File: config.mk
export PLATFORM = sky130hd
export DESIGN_NAME = mac40_unit
export DESIGN_NICKNAME = d
export VERILOG_FILES = /design/src/rtl/mac40_pkg.sv /design/src/rtl/mac40_opsel.sv /design/src/rtl/mac40_arith.sv /design/src/rtl/mac40_accreg.sv /design/src/rtl/mac40_unit.sv
export SDC_FILE = /design/constraint.sdc
export NUM_CORES = 1
export LEC_CHECK = 0
export CORE_ASPECT_RATIO = 0.5
export CORE_MARGIN = 2
export CORE_UTILIZATION = 55
export CTS_BUF_LIST = sky130_fd_sc_hd__clkbuf_4 sky130_fd_sc_hd__clkbuf_8 sky130_fd_sc_hd__clkbuf_16
export DETAILED_ROUTE_END_ITERATION = 8
export PLACE_DENSITY = 0.78
export RECOVER_POWER = 100
export SLEW_MARGIN = 10
export SYNTH_ARGS = -nofsm -noshare
export SYNTH_HDL_FRONTEND = slang
export SYNTH_SLANG_ARGS = --single-unit
export TNS_END_PERCENT = 100
File: constraint.sdc
create_clock -name clk -period 16.2 [get_ports clk]
set_clock_uncertainty 0.2 [all_clocks]
set_input_delay 4.05 -clock clk [delete_from_list [all_inputs] [get_ports clk]]
set_output_delay 4.05 -clock clk [all_outputs]
set_load 0.02 [all_outputs]
File: src/rtl/mac40_pkg.sv
package mac40_pkg;
  // Arithmetic update selected by op_code.
  typedef enum logic [1:0] {
    OP_UMUL = 2'b00,
    OP_SMUL = 2'b01,
    OP_MADD = 2'b10,
    OP_MSUB = 2'b11
  } mac_op_e;

  function automatic logic op_is_signed(input mac_op_e op);
    return op != OP_UMUL;
  endfunction
endpackage

File: src/rtl/mac40_opsel.sv
module mac40_opsel #(
  parameter int WORD_W = 32
) (
  input  logic [WORD_W-1:0] word,
  input  logic              upper,
  input  logic              is_signed,
  output logic [WORD_W-1:0] ext
);
  localparam int HALF_W = WORD_W / 2;

  function automatic logic [WORD_W-1:0] widen_half(
    input logic [WORD_W-1:0] w, input logic up, input logic sgn);
    logic [HALF_W-1:0] h;
    h = up ? w[WORD_W-1:HALF_W] : w[HALF_W-1:0];
    return {{(WORD_W-HALF_W){sgn & h[HALF_W-1]}}, h};
  endfunction

  assign ext = widen_half(word, upper, is_signed);


  always_comb begin
    zero_ext_chk: assert (is_signed || ext[WORD_W-1:HALF_W] == '0);
  end
endmodule

File: src/rtl/mac40_arith.sv
module mac40_arith
  import mac40_pkg::*;
#(
  parameter int WORD_W  = 32,
  parameter int GUARD_W = 8
) (
  input  mac_op_e            op,
  input  logic [WORD_W-1:0]  m1,
  input  logic [WORD_W-1:0]  m2,
  input  logic [WORD_W-1:0]  cur_lo,
  input  logic [GUARD_W-1:0] cur_g,
  output logic [WORD_W-1:0]  prod,
  output logic [WORD_W-1:0]  nxt_lo,
  output logic [GUARD_W-1:0] nxt_g
);
  localparam int ACC_W = WORD_W + GUARD_W;

  function automatic logic [ACC_W-1:0] acc_step(
    input mac_op_e op_i, input logic [WORD_W-1:0] p,
    input logic [ACC_W-1:0] acc);
    logic [ACC_W-1:0] p_sx;
    p_sx = {{GUARD_W{p[WORD_W-1]}}, p};
    case (op_i)
      OP_UMUL: return {{GUARD_W{1'b0}}, p};
      OP_SMUL: return p_sx;
      OP_MADD: return acc + p_sx;
      default: return acc - p_sx;
    endcase
  endfunction

  logic [ACC_W-1:0] nxt_acc;

  // widened operands make the truncated product correct for both signednesses
  assign prod    = m1 * m2;
  assign nxt_acc = acc_step(op, prod, {cur_g, cur_lo});
  assign nxt_lo  = nxt_acc[WORD_W-1:0];
  assign nxt_g   = nxt_acc[ACC_W-1:WORD_W];
endmodule

File: src/rtl/mac40_accreg.sv
module mac40_accreg #(
  parameter int WORD_W  = 32,
  parameter int GUARD_W = 8
) (
  input  logic               clk,
  input  logic               rst,
  input  logic               upd,
  input  logic [WORD_W-1:0]  nxt_lo,
  input  logic [GUARD_W-1:0] nxt_g,
  input  logic               wr_lo_en,
  input  logic               wr_hi_en,
  input  logic [WORD_W-1:0]  wr_data,
  output logic [WORD_W-1:0]  q_lo,
  output logic [GUARD_W-1:0] q_g
);
  logic load_lo, load_g;
  assign load_lo = !upd && wr_lo_en;
  assign load_g  = !upd && wr_hi_en;

  always_ff @(posedge clk) begin
    if (rst) begin
      q_lo <= '0;
      q_g  <= '0;
    end else if (upd) begin
      q_lo <= nxt_lo;
      q_g  <= nxt_g;
    end else begin
      if (load_lo) q_lo <= wr_data;
      if (load_g)  q_g  <= wr_data[GUARD_W-1:0];
    end
  end


  idle_hold_chk: assert property (@(posedge clk) disable iff (rst)
    (!upd && !wr_lo_en && !wr_hi_en) |=> ($stable(q_lo) && $stable(q_g)));


  upd_wins_chk: assert property (@(posedge clk) disable iff (rst)
    upd |=> (q_lo == $past(nxt_lo) && q_g == $past(nxt_g)));


  lo_write_chk: assert property (@(posedge clk) disable iff (rst)
    (!upd && wr_lo_en) |=> q_lo == $past(wr_data));


  g_write_chk: assert property (@(posedge clk) disable iff (rst)
    (!upd && wr_hi_en) |=> q_g == $past(wr_data[GUARD_W-1:0]));
endmodule

File: src/rtl/mac40_unit.sv
module mac40_unit
  import mac40_pkg::*;
#(
  parameter int WORD_W  = 32,
  parameter int GUARD_W = 8
) (
  input  logic              clk,
  input  logic              rst,
  input  logic              op_valid,
  input  logic [1:0]        op_code,
  input  logic [1:0]        half_sel,
  input  logic [WORD_W-1:0] src_a,
  input  logic [WORD_W-1:0] src_b,
  input  logic              wr_lo_en,
  input  logic              wr_hi_en,
  input  logic [WORD_W-1:0] wr_data,
  output logic [WORD_W-1:0] acc_lo,
  output logic [WORD_W-1:0] acc_hi
);
  localparam int N_OPND = 2;
  localparam int EXT_W  = WORD_W - GUARD_W;

  mac_op_e            op;
  logic               sgn;
  logic [WORD_W-1:0]  srcs [N_OPND];
  logic [WORD_W-1:0]  opnd [N_OPND];
  logic [WORD_W-1:0]  prod, nxt_lo;
  logic [GUARD_W-1:0] nxt_g, q_g;

  assign op      = mac_op_e'(op_code);
  assign sgn     = op_is_signed(op);
  assign srcs[0] = src_a;
  assign srcs[1] = src_b;

  for (genvar i = 0; i < N_OPND; i++) begin : g_opnd
    mac40_opsel #(.WORD_W(WORD_W)) u_sel (
      .word(srcs[i]), .upper(half_sel[i]), .is_signed(sgn), .ext(opnd[i]));
  end

  mac40_arith #(.WORD_W(WORD_W), .GUARD_W(GUARD_W)) u_arith (
    .op(op), .m1(opnd[0]), .m2(opnd[1]), .cur_lo(acc_lo), .cur_g(q_g),
    .prod(prod), .nxt_lo(nxt_lo), .nxt_g(nxt_g));

  mac40_accreg #(.WORD_W(WORD_W), .GUARD_W(GUARD_W)) u_acc (
    .clk(clk), .rst(rst), .upd(op_valid), .nxt_lo(nxt_lo), .nxt_g(nxt_g),
    .wr_lo_en(wr_lo_en), .wr_hi_en(wr_hi_en), .wr_data(wr_data),
    .q_lo(acc_lo), .q_g(q_g));

  assign acc_hi = {{EXT_W{q_g[GUARD_W-1]}}, q_g};


  umul_clear_chk: assert property (@(posedge clk) disable iff (rst)
    (op_valid && op == OP_UMUL) |=> (acc_hi == '0 && acc_lo == $past(prod)));


  smul_fill_chk: assert property (@(posedge clk) disable iff (rst)
    (op_valid && op == OP_SMUL) |=> acc_hi == {WORD_W{acc_lo[WORD_W-1]}});


  madd_lo_chk: assert property (@(posedge clk) disable iff (rst)
    (op_valid && op == OP_MADD) |=>
      acc_lo == $past(acc_lo) + $past(prod));
endmodule

After elaboration in Yosys (flattened, before gate mapping)
Cells that the tools add are included.

operators by class
  add/subtract/negate cells = 2
  multipliers = 1
  eq/ne operators = 2
  muxes and demuxes = 7
  bitwise logic cells = 2
  reduce and logical (&&, ||, !) cells = 7

operators with widths
  cell                number
  $pmux 40 s3         1
  $mux 32             2
  $add 40x40->40      1
  $sub 40x40->40      1
  $mul 17x17->32      1
  $mux 16             2
  $mux 8              2
  $reduce_bool 2->1   3
  $and 1x1->1         2
  $eq 2x1->1 const B  1
  $eq 2x2->1 const B  1
  $logic_and 1x1->1   2
  $logic_not 2->1     1
  $logic_not 1->1     1

storage, ports and cells
  register bits after elaboration = 40
  input port bits = 105
  output and inout port bits = 64
  logic and storage cells = 23

Depth between registers and ports, before layout
  depth after elaboration = 6
  mapped depth = 42
  depth with buffers taken out = 40

By module
From an unflattened synthesis, not the netlist that was laid out.

second synthesis, totals
  cell total of the unflattened synthesis = 2,533
  area, all modules = 21,790.9 um^2

modules (own cells, without submodules)
  module        instances  cells each  area each (um^2)  seq. area each (um^2)
  mac40_arith   1          2,262       19,064.5          0.0
  mac40_accreg  1          178         1,876.8           800.8
  mac40_opsel   2          34          331.6             0.0
  mac40_unit    1          25          186.4             0.0

Worst setup path after synthesis
Ideal clock, no wire load.

  kind = input port to flip-flop
  from = in half_sel[0]
  to = reg u_acc.q_g[7]
  arrival time = 13,486 ps
  path slack = 2,451 ps
  cell stages on the path = 38
  path through = clkbuf_1 clkbuf_1 clkbuf_1 mux2i_1 nor2_1 fa_1 inv_1 fa_1 fa_1 fa_1 inv_1 fa_1 inv_1 fa_1 inv_1 ha_1 nand2_1 nor3_2 [... 2 more ...] nor2_1 xnor2_1 nor3_1 a21oi_1 xor2_1 ha_1 clkbuf_1 nand3_1 nor3_2 a41oi_1 o311ai_1 a41oi_1 o31a_1 o41a_1 o31ai_1 nand2b_1 mux2_1 nand4_1

on the way
  cells in the longest elaborated chain, start to end = 6

ends and longest elaborated chain
  element                                           RTL line                              source
  start, declared                                   mac40_unit.sv:11                      input logic [1:0] half_sel,
  $mux 16 *                                         mac40_opsel.sv:14                     h = up ? w[WORD_W-1:HALF_W] : w[HALF_W-1:0];
  $and 1x1->1                                       mac40_opsel.sv:15                     return {{(WORD_W-HALF_W){sgn & h[HALF_W-1]}}, h};
  $mul 17x17->32 *                                  mac40_arith.sv:34                     assign prod = m1 * m2;
  $sub 40x40->40 or $add 40x40->40 (tied branches)  mac40_arith.sv:27, mac40_arith.sv:26
  $pmux 40 s3 *                                     mac40_arith.sv:23                     case (op_i)
  $mux 8 *                                          mac40_accreg.sv:24                    end else if (upd) begin
  end signal, assigned                              mac40_accreg.sv:26                    q_g <= nxt_g;
  end signal, assigned                              mac40_accreg.sv:29                    if (load_g) q_g <= wr_data[GUARD_W-1:0];
  end, declared                                     mac40_accreg.sv:14                    output logic [GUARD_W-1:0] q_g

Mark *: on every way between the ends. The rest lies on a longest branch, timed or not.
A chain may end at the register's enable or synchronous reset.

Final worst setup path
  from = in half_sel[1]
  to = reg u_acc.q_g[6]

The elaborated chain is that of the path after synthesis.

==> impl_metrics.toml <==
[synthesis]
seq_area_frac_synth_pct = 4.903
synth-seq-cells = 40
synthTopCellsByArea = "fa_1 35%, ha_1 9.6%, inv_1 7.6%, nand2_1 4.9%, dfxtp_1 4.9%"
synth_flop_cell = "dfxtp_1"
ys_async_sr_fraction_pct = 0
synthCells = 1943
synth.net_count = 2456
synth_area_leader_cell = "fa_1"
avgSynthCellArea_um2 = 8.406
ys_types = 94
yosysMostFrequentCell = "inv_1"
netlist.area_leader.share_pct = 34.69
ys_top_cells_by_count = "331 x inv_1, 283 x fa_1, 214 x nand2_1"
yosysWarnings = 0
synth_edf_count = 0
netlist_area_um2 = 16330

[floorplan]
dieArea_um2 = 31170
fp.coreArea_um2 = 29120
die_w_um = 247.7
row_count = 44
dieHeight_um = 125.9
start_util_pct = 56.08
ioPinCount = 169

[worst_setup_path]
worstPathArrival_ns = 15.27
crit_required_ns = 16.21
crit_path_end_kind = "flip-flop"
reg2reg_slack_ns = 12.13
crit_top_cell = "fa_1"
crit_path_max_fanout = 18
worstReg2RegStart = "u_acc.q_lo[0]$_SDFFE_PP0P_"
r2r_cells = 13
crit_type = "input pin to flip-flop"
cpPeakStageDelay_ns = 1.11
cp_slowest_cell = "dlygate4sd3_1"
rr_endpoint = "u_acc.q_lo[28]$_SDFFE_PP0P_"
startpoint_type = "input pin"

[timing]
rsz0062_at_grt = "false"
setup_viol = 0
hold_violations = 0
period_minus_slack_ns = 15.26
slew_headroom_pct = 16.94
slew_violations = 0
max_freq_ghz = 0.06554
min_period_over_period_pct = 94.18
setup_tns_ns = 0
worst_pin_slew_ns = 1.211

[clock_tree]
cts_tree = "built"
h-tree-depth = 2
cts_buffers = 5
clk_latency_ns = 0.29
cts_setup_buffers = 0
post_cts_resized = 0
ctsHoldBuffers = 0
cts-root-buf = "clkbuf_16"
clkTransAtPathRegs_ns = 0.06
cts.path.max_buffers = 2
cts.sinks = 40

[flow_run]
cap_violations = 0

[hold_path]
hold_path.class = "flip-flop to flip-flop"
min_to = "u_acc.q_g[4]$_SDFFE_PP0P_"
whs_path_depth = 3
hp-start = "u_acc.q_g[4]$_SDFFE_PP0P_"

[placement]
placed_area_um2 = 18230
place_inst = 2433
port_buffers = 168
hpwl_um = 38460
gp_congestion = 0.9631

[route]
antenna_left = 0
drc = 0
wirelength_um = 46380
vias = 14168
via_per_inst = 5.807
drt-wirelength-per-cell_um = 19.01
dr.pass1.iters = 7
drt-initial-drc-count = 1342

[global_route]
antenna_found_initial = 0
grt_pass1_vias = 14493
grt-ovfl-total = 0
grt_max_degree = 75
grt_util_all_layers_pct = 30.86
grt_pass1_wl_um = 75480

[layout]
syn_to_final_growth_pct = 12.27
antenna_cells = 0
nets = 2562
fin_area_um2 = 18340
fin_cells = 2440
drive_above_1_share_pct = 4.832
final_core_util_pct = 62.97
nFillCells = 2477

[outcome]
outcome = "complete, no violations"
==> metal layers <==
| layer | up-vias | GRT usage (%) | wire (µm) |
|---|---|---|---|
| li1 | 6495 | - | - |
| met1 | 6915 | 41.55 | 19580 |
| met2 | 644 | 50.79 | 21020 |
| met3 | 114 | 5.307 | 4237 |
| met4 | 0 | 10.00 | 1548 |
| met5 | - | 0.9288 | 0 |
==> worst max path at each step <==
stage / start / endpoint / slack, ns / cells past startpoint
2_1_floorplan: half_sel[0] / u_acc.q_g[7]$_SDFFE_PP0P_ / 2.45 / 38
3_3_place_gp: half_sel[1] / u_acc.q_g[7]$_SDFFE_PP0P_ / 1.40 / 36
3_5_place_dp: half_sel[1] / u_acc.q_g[7]$_SDFFE_PP0P_ / 1.20 / 36
4_1_cts: half_sel[1] / u_acc.q_g[7]$_SDFFE_PP0P_ / 1.47 / 36
5_1_grt: half_sel[1] / u_acc.q_g[7]$_SDFFE_PP0P_ / 0.38 / 36
6_report: half_sel[1] / u_acc.q_g[6]$_SDFFE_PP0P_ / 0.94 / 36
==> critical path, delay by kind of cell <==
kind / cells / cell delay (ns)
adder cells (fa/ha/maj): 8 / 3.82
AO/OA/AOI/OAI: 12 / 3.01
buffers and inverters: 5 / 1.91
AND/OR/NAND/NOR: 8 / 1.62
XOR/XNOR: 2 / 0.41
multiplexers: 1 / 0.40
==> cell type report <==
class / instances / area, µm² / share of cell area (%)
well taps: 391 / 489.2 / 2.668
multi-input cells: 1477 / 13820 / 75.35
inverters: 332 / 1246 / 6.796
flip-flops and latches: 40 / 800.8 / 4.367
clock buffers: 6 / 132.6 / 0.7233
clock inverters: 1 / 5.005 / 0.02729
repair buffers: 193 / 1847 / 10.07
==> cell families (layout without fill, tap and decap cells) <==
kind of cell	count (synthesis)	count (layout)	synth area share, %
adder cells (fa/ha/maj)	408	408	44.26
flip-flops	40	40	4.903
AO/OA/AOI/OAI	333	333	14.30
AND/OR/NAND/NOR	569	569	15.84
multiplexers	75	75	4.887
XOR/XNOR	92	92	5.439
buffers and inverters	426	532	10.36
==> placed cells by master (no fill, tap or decap), types with 39 or more instances in the layout <==
master,instances
a211oi_1,75
dlygate4sd3_1,65
nor2b_1,47
nor2_1,188
ha_1,125
inv_1,331
a21oi_1,73
fa_1,283
xnor2_1,57
clkdlybuf4s50_1,100
dfxtp_1,40
mux2i_1,39
nand2_1,214
==> stage by stage <==
step / worst slack, ns / hold slack [ns]
2_1_floorplan: 2.451 / 0.5892
3_3_place_gp: 1.398 / 0.5140
3_5_place_dp: 1.201 / 0.5176
4_1_cts: 1.475 / 0.5289
5_1_grt: 0.3775 / 0.6108
6_report: 0.9429 / 0.5291
==> state kept, by name (all words and copies together), names as in the netlist <==
register    flops
u_acc.q_g       8
u_acc.q_lo     32
Power is left out: the tool's default activity adds up to more than one toggle a clock period on the data nets, which glitch-free logic cannot reach.
